$ cat config.mk
export PLATFORM = sky130hd
export DESIGN_NAME = upg_admit_gate
export DESIGN_NICKNAME = d
export VERILOG_FILES = /design/src/rtl/upg_admit_pkg.sv /design/src/rtl/upg_set_counter.sv /design/src/rtl/upg_admit_decide.sv /design/src/rtl/upg_admit_gate.sv
export SDC_FILE = /design/constraint.sdc
export NUM_CORES = 1
export LEC_CHECK = 0
export ABC_AREA = 1
export BUFFER_PORTS_ARGS = -buffer_cell sky130_fd_sc_hd__buf_4
export CAP_MARGIN = 5
export CORE_ASPECT_RATIO = 0.9
export CORE_MARGIN = 10
export CORE_UTILIZATION = 37
export CTS_CLUSTER_DIAMETER = 50
export DETAILED_ROUTE_END_ITERATION = 6
export GPL_TIMING_DRIVEN = 0
export HOLD_SLACK_MARGIN = 0.05
export PLACE_DENSITY_LB_ADDON = 0.15
export RECOVER_POWER = 50
export SYNTH_ARGS = -nofsm -noshare
export SYNTH_HDL_FRONTEND = slang
export SYNTH_SLANG_ARGS = --single-unit
$ cat constraint.sdc
create_clock -name clk_i -period 0.8 [get_ports clk_i]
set_input_delay 0.04 -clock clk_i [delete_from_list [all_inputs] [get_ports clk_i]]
set_output_delay 0.04 -clock clk_i [all_outputs]
set_load 0.01 [all_outputs]
$ cat src/rtl/upg_admit_pkg.sv
package upg_admit_pkg;
  typedef enum logic [1:0] {
    SRC_LOAD  = 2'd0,
    SRC_STORE = 2'd1,
    SRC_MISSQ = 2'd2,
    SRC_OTHER = 2'd3
  } req_src_e;

  typedef struct packed {
    logic accept;
    logic refuse;
    logic replay;
    logic hit;
  } admit_res_t;
endpackage

$ cat src/rtl/upg_set_counter.sv
module upg_set_counter #(
  parameter int MQ_ENTRIES = 8,
  parameter int SET_W      = 6,
  localparam int CNT_W     = $clog2(MQ_ENTRIES + 1)
) (
  input  logic [SET_W-1:0]            set_i,
  input  logic [MQ_ENTRIES-1:0]       mq_valid_i,
  input  logic [MQ_ENTRIES-1:0]       mq_upg_i,
  input  logic [MQ_ENTRIES*SET_W-1:0] mq_set_i,
  output logic [CNT_W-1:0]            count_o
);
  logic [MQ_ENTRIES-1:0] match;

  for (genvar e = 0; e < MQ_ENTRIES; e++) begin : g_match
    assign match[e] = mq_valid_i[e] && mq_upg_i[e] &&
                      (mq_set_i[e*SET_W +: SET_W] == set_i);
  end

  always_comb begin
    count_o = '0;
    for (int e = 0; e < MQ_ENTRIES; e++) count_o = count_o + CNT_W'(match[e]);
  end


  always_comb count_range_chk: assert (int'(count_o) <= MQ_ENTRIES);
endmodule

$ cat src/rtl/upg_admit_decide.sv
module upg_admit_decide
  import upg_admit_pkg::*;
#(
  parameter int NUM_WAYS   = 4,
  parameter int MQ_ENTRIES = 8,
  localparam int CNT_W     = $clog2(MQ_ENTRIES + 1),
  localparam int CAP       = NUM_WAYS - 1
) (
  input  logic             valid_i,
  input  logic             upg_i,
  input  logic [1:0]       src_i,
  input  logic [CNT_W-1:0] count_i,
  output admit_res_t       res_o
);
  logic checked, over_cap, is_store;

  assign checked  = (req_src_e'(src_i) != SRC_MISSQ);
  assign is_store = (req_src_e'(src_i) == SRC_STORE);
  assign over_cap = (int'(count_i) >= CAP);

  always_comb begin
    res_o        = '0;
    res_o.refuse = valid_i && upg_i && checked && over_cap;
    res_o.accept = valid_i && upg_i && !(checked && over_cap);
    // replay only back to the store buffer
    res_o.replay = res_o.refuse && is_store;
    res_o.hit    = valid_i && !upg_i && is_store;
  end


  always_comb replay_hit_excl_chk: assert (!(res_o.replay && res_o.hit));
endmodule

$ cat src/rtl/upg_admit_gate.sv
module upg_admit_gate
  import upg_admit_pkg::*;
#(
  parameter int NUM_WAYS   = 4,
  parameter int MQ_ENTRIES = 8,
  parameter int SET_W      = 6
) (
  input  logic                        clk_i,
  input  logic                        rst_ni,
  input  logic                        req_valid_i,
  input  logic                        req_upg_i,
  input  logic [1:0]                  req_src_i,
  input  logic [SET_W-1:0]            req_set_i,
  input  logic [MQ_ENTRIES-1:0]       mq_valid_i,
  input  logic [MQ_ENTRIES-1:0]       mq_upg_i,
  input  logic [MQ_ENTRIES*SET_W-1:0] mq_set_i,
  output logic                        accept_o,
  output logic                        refuse_o,
  output logic                        replay_o,
  output logic                        hit_o
);
  localparam int CNT_W = $clog2(MQ_ENTRIES + 1);

  logic [CNT_W-1:0] set_count;
  admit_res_t       res_d, res_q;

  upg_set_counter #(.MQ_ENTRIES(MQ_ENTRIES), .SET_W(SET_W)) u_cnt (
    .set_i     (req_set_i),
    .mq_valid_i(mq_valid_i),
    .mq_upg_i  (mq_upg_i),
    .mq_set_i  (mq_set_i),
    .count_o   (set_count)
  );

  upg_admit_decide #(.NUM_WAYS(NUM_WAYS), .MQ_ENTRIES(MQ_ENTRIES)) u_dec (
    .valid_i(req_valid_i),
    .upg_i  (req_upg_i),
    .src_i  (req_src_i),
    .count_i(set_count),
    .res_o  (res_d)
  );

  always_ff @(posedge clk_i or negedge rst_ni) begin
    if (!rst_ni) res_q <= '0;
    else         res_q <= res_d;
  end

  assign accept_o = res_q.accept;
  assign refuse_o = res_q.refuse;
  assign replay_o = res_q.replay;
  assign hit_o    = res_q.hit;


  accept_refuse_excl_chk: assert property (@(posedge clk_i) disable iff (!rst_ni)
    !(accept_o && refuse_o));

  replay_needs_refuse_chk: assert property (@(posedge clk_i) disable iff (!rst_ni)
    replay_o |-> refuse_o);

  replay_hit_out_chk: assert property (@(posedge clk_i) disable iff (!rst_ni)
    !(replay_o && hit_o));

  missq_never_refused_chk: assert property (@(posedge clk_i) disable iff (!rst_ni)
    (req_valid_i && req_src_i == 2'd2) |=> !refuse_o);

  idle_quiet_chk: assert property (@(posedge clk_i) disable iff (!rst_ni)
    !req_valid_i |=> !(accept_o || refuse_o || replay_o || hit_o));

  no_upg_no_decision_chk: assert property (@(posedge clk_i) disable iff (!rst_ni)
    (req_valid_i && !req_upg_i) |=> !(accept_o || refuse_o));
endmodule

==> metrics list <==
* Worst hold path cell count: 3
- List of most frequent post-synthesis cells: sky130_fd_sc_hd__nand2_1, sky130_fd_sc_hd__inv_1, sky130_fd_sc_hd__nor2_1, sky130_fd_sc_hd__xnor2_1, sky130_fd_sc_hd__nand3_1
- The via count of the first global-routing pass was approximately 1400.
- Count of endpoints failing setup in the final report: 3
* Mux share of post-synthesis cell area: 0%
* Via count of the routed design: 1400
* Signal arrival time at the worst endpoint: 2.97 ns
* Worst Path Class, Setup: in2reg
- I/O Buffers: 74
- In this run the count of I/O pins placed on the die edge is 80.
* Library cell occupying the most area in the post-synthesis netlist: sky130_fd_sc_hd__nand2_1
* Distinct cell type count after synthesis: 23
* Die Footprint: 0.00561 mm²
- DR vias/cell: 4.33
* Clock buffer depth: 2
- Fraction of registers with async set/reset: 100%
* Synthesized net count: between 200 and 300
- For this run, the slowest stage of the critical path takes between 0.4 and 0.5 ns.
- At the pin with the least slew margin, the transition time is 0.225 ns.
- STA classifies the critical path startpoint as a primary input.
- The design draws approximately 0.0011 W.
* Status: complete, but fails checks
- Clk root buf: sky130_fd_sc_hd__clkbuf_4
- Sequence of cells on the critical path: buf_8, buf_6, nand2_2, nand2_1, nor2_1, nand3_1, nor2_1, ha_1, inv_2, fa_1, fa_1, fa_2, fa_1, nor2_1, nor2_1, nand2_1, nand2_2, nor2_1
- The synthesized netlist devotes ~7.4% of its cell area to compound gates.
- Tmin final: approximately 2.9 ns
* Most prevalent standard cell on the critical path: sky130_fd_sc_hd__nor2_1
* Simple logic cell fraction of the synthesized area: 42.2%
- Max-cap violation count: 0
- HPWL reported at the end of detailed placement: 3.28 mm
- After synthesis the netlist holds a flip-flop and latch count of 4.
- In this run the tightest slew margin relative to its limit is 84.9%.
- Portion of synthesized cell area occupied by the leading cell type: 24.2%
* Commonest register cell after synthesis: sky130_fd_sc_hd__dfrtp_1
- Required time at the endpoint of the critical path: ~0.91 ns
- Entering global routing, the biggest net connects 10 pins.
- Clock buffers created by TritonCTS: 3
- The tightest hold path in the finished design has a slack of around 0.084 ns.
- Count of final max-slew check failures: 0
- The final-report hold violation count came to 0.
* First-pass detailed-route iteration total: 4
- Maximum frequency from static timing analysis: 0.350 GHz
- Setup repair after global routing could not meet its margin everywhere.
- Power spread over the standard cell area amounts to 629 mW/mm².
* Xor and xnor area share after synthesis: 13.4%
- Routability-driven placement finished with a final weighted congestion of around 0.76.
* DIE WIDTH: 77.9 µm
- Synthesized area per cell: 5.52 µm²
- Sequential cells were found to cover 8.98% of the synthesized design area.
* Maximum fanout encountered on the critical timing path: 3
- Synthesis handed over a netlist of 202 instances.
- Total DRC errors in the routed layout: 0
- The number of antenna violations at the first check in global routing was 0.
- Routed wire length: 3.74 mm
- Critical-path top delay cell: sky130_fd_sc_hd__fa_1
- Tot GR Track Use: 13.5%
* Share of cells above drive strength 1: 34.3%
- Hold path start: req_upg_i
* Most frequent cell after synthesis: sky130_fd_sc_hd__nand2_1
- Static leakage: 1.03 nW
* Maximum vdd drop: between 0.0002 and 0.0003 V
- Syn-to-layout area delta: 63.2%
* Post-synth EDFFs: 0
* TritonCTS clock tree: done
- CTS H-Tree Depth: 1
* Worst Slack Setup Final: -2.06 ns
- ANT nets after route: 0
* Number of clock sinks: 4
- Clock edge transition at the registers on the reported setup and hold paths: 0.04 ns
- The layout has 275 filler cells.
- The worst path uses 357% of the clock period.
* Hold crit path type: in2reg
- The final reports fail on negative setup slack.
- The first global-routing pass estimated 6.48 mm of wire.
- Ranking of synthesized cells by area: sky130_fd_sc_hd__nand2_1, sky130_fd_sc_hd__inv_1, sky130_fd_sc_hd__nor2_1
* Kind of capture point of the worst setup path: flip-flop
* Area of the mapped netlist: 0.00111 mm²
* Hold Crit Endpoint: accept_o$_DFF_PN0_
- Per-cell routed wire length: 11.6 µm
- Largest family of logic cells by synthesized area: simple AND/OR/NAND/NOR gates
* Top delay family on crit path: adder cells
- For this block, the initial DRC count from the detailed router was 56.
* Die height: 72.1 µm
- Row generation in the floorplan step produced 18 rows.
- Area of the placeable core: 0.00282 mm²
- Initial Utilization: 39.6%
- Worst Path Buf+Inv: 3
- Number of nets in the layout: 368
- The synthesized netlist devotes 10.5% of its cell area to adder and majority cells.
- The repair_antennas step left the layout with diodes totalling 0.
* Syn. warnings: 0
- Overflow left after global routing: 0
-- worst min-delay path, stage by stage --
cell and delay [ns]:
sky130_fd_sc_hd__buf_4 0.11, sky130_fd_sc_hd__nand2_1 0.08, sky130_fd_sc_hd__a21oi_2 0.04
-- layout by cell type (no fill, tap or decap) --
cell type / n
sky130_fd_sc_hd__dfrtp_1: 4
sky130_fd_sc_hd__o21bai_1: 1
sky130_fd_sc_hd__buf_4: 74
sky130_fd_sc_hd__inv_4: 1
sky130_fd_sc_hd__nor3b_1: 1
sky130_fd_sc_hd__xnor2_1: 11
sky130_fd_sc_hd__inv_1: 30
sky130_fd_sc_hd__inv_2: 5
sky130_fd_sc_hd__xor2_1: 6
sky130_fd_sc_hd__buf_8: 2
sky130_fd_sc_hd__o21ai_0: 3
sky130_fd_sc_hd__buf_6: 5
sky130_fd_sc_hd__inv_6: 1
sky130_fd_sc_hd__a21oi_1: 3
sky130_fd_sc_hd__dlygate4sd3_1: 2
sky130_fd_sc_hd__o211ai_1: 4
sky130_fd_sc_hd__clkbuf_4: 3
sky130_fd_sc_hd__nand2_1: 70
sky130_fd_sc_hd__nand2_2: 2
sky130_fd_sc_hd__nor3_1: 1
sky130_fd_sc_hd__ha_1: 3
sky130_fd_sc_hd__nand3_1: 7
sky130_fd_sc_hd__nand4_1: 5
sky130_fd_sc_hd__o21ai_2: 1
sky130_fd_sc_hd__a21oi_2: 1
sky130_fd_sc_hd__fa_1: 3
sky130_fd_sc_hd__nor2_1: 29
sky130_fd_sc_hd__or2_2: 1
sky130_fd_sc_hd__o21ai_1: 1
sky130_fd_sc_hd__fa_2: 1
sky130_fd_sc_hd__clkbuf_1: 1
sky130_fd_sc_hd__or2_1: 1
-- report_power, final --
group          leakage [nW]  switching [W]  internal (W)
Clock                0.0138      0.0000692      0.000167
Combinational         0.962       0.000290      0.000409
Sequential           0.0546    0.000000906      0.000207
Total                  1.03       0.000361      0.000783
-- through the flow --
| stage | setup slack [ns] | std cells | util (%) | area (µm²) | setup TNS, ns |
|---|---|---|---|---|---|
| 4_1_cts | -2.07 | 322 | 63.9 | 1800 | -6.19 |
| 2_1_floorplan | -2.08 | 202 | - | 1140 | -6.21 |
| 6_report | -2.06 | 323 | 64.6 | 1820 | -6.12 |
| 3_3_place_gp | -2.35 | 316 | 61.9 | 1740 | -7.03 |
| 5_1_grt | -2.29 | 323 | 64.6 | 1820 | -6.83 |
| 3_5_place_dp | -2.37 | 316 | 61.9 | 1740 | -7.10 |
-- layer usage --
layer / vias up / global-route usage [%] / part of all wire, %
met2: 60 / 21.7 / 41
li1: 770 / - / -
met5: - / 0 / 0
met3: 2 / 5.05 / 12
met4: 0 / 2.43 / 0.75
met1: 568 / 16.9 / 46
-- cell families (layout without fill, tap and decap cells) --
logic type	count (synthesis)	in the layout
compound gates	14	14
xor+xnor	17	17
fa+ha+maj	7	7
buf+inv	43	124
flops	4	4
simple gates	117	117
-- area by class of cell --
| class | instances | area, µm² | area share, % |
|---|---|---|---|
| plain buffers | 6 | 67.6 | 3.71 |
| clock buffers | 3 | 22.5 | 1.24 |
| inverters | 37 | 146 | 8.05 |
| multi-input cells | 155 | 835 | 45.9 |
| flip-flops and latches | 4 | 100 | 5.50 |
| well taps | 40 | 50.0 | 2.75 |
| repair buffers | 78 | 598 | 32.9 |
-- flip-flops by register name, indices dropped and copies added (netlist names) --
| name | cells |
|---|---|
| refuse_o | 1 |
| hit_o | 1 |
| replay_o | 1 |
| accept_o | 1 |
-- what timing repair did --
item / in CTS / in global routing
hold buffers: 2 / 0
pin swaps: 0 / 1
gates resized for setup: 2 / 7
endpoints found under the setup margin: 3 / 4
setup buffers: 1 / 1
endpoints found under the hold margin: 5 / 0
-- worst max path at each step --
stage / start / endpoint / slack, ns / depth (start not counted)
floorplan: req_set_i[1] / replay_o$_DFF_PN0_ / -2.08 / 18
global placement: req_set_i[0] / accept_o$_DFF_PN0_ / -2.35 / 17
detailed placement: req_set_i[0] / accept_o$_DFF_PN0_ / -2.37 / 17
CTS: req_set_i[0] / accept_o$_DFF_PN0_ / -2.07 / 17
global route: req_set_i[0] / refuse_o$_DFF_PN0_ / -2.29 / 18
finish: req_set_i[0] / replay_o$_DFF_PN0_ / -2.06 / 18
Note: power is estimated with default switching activity, not from simulation.
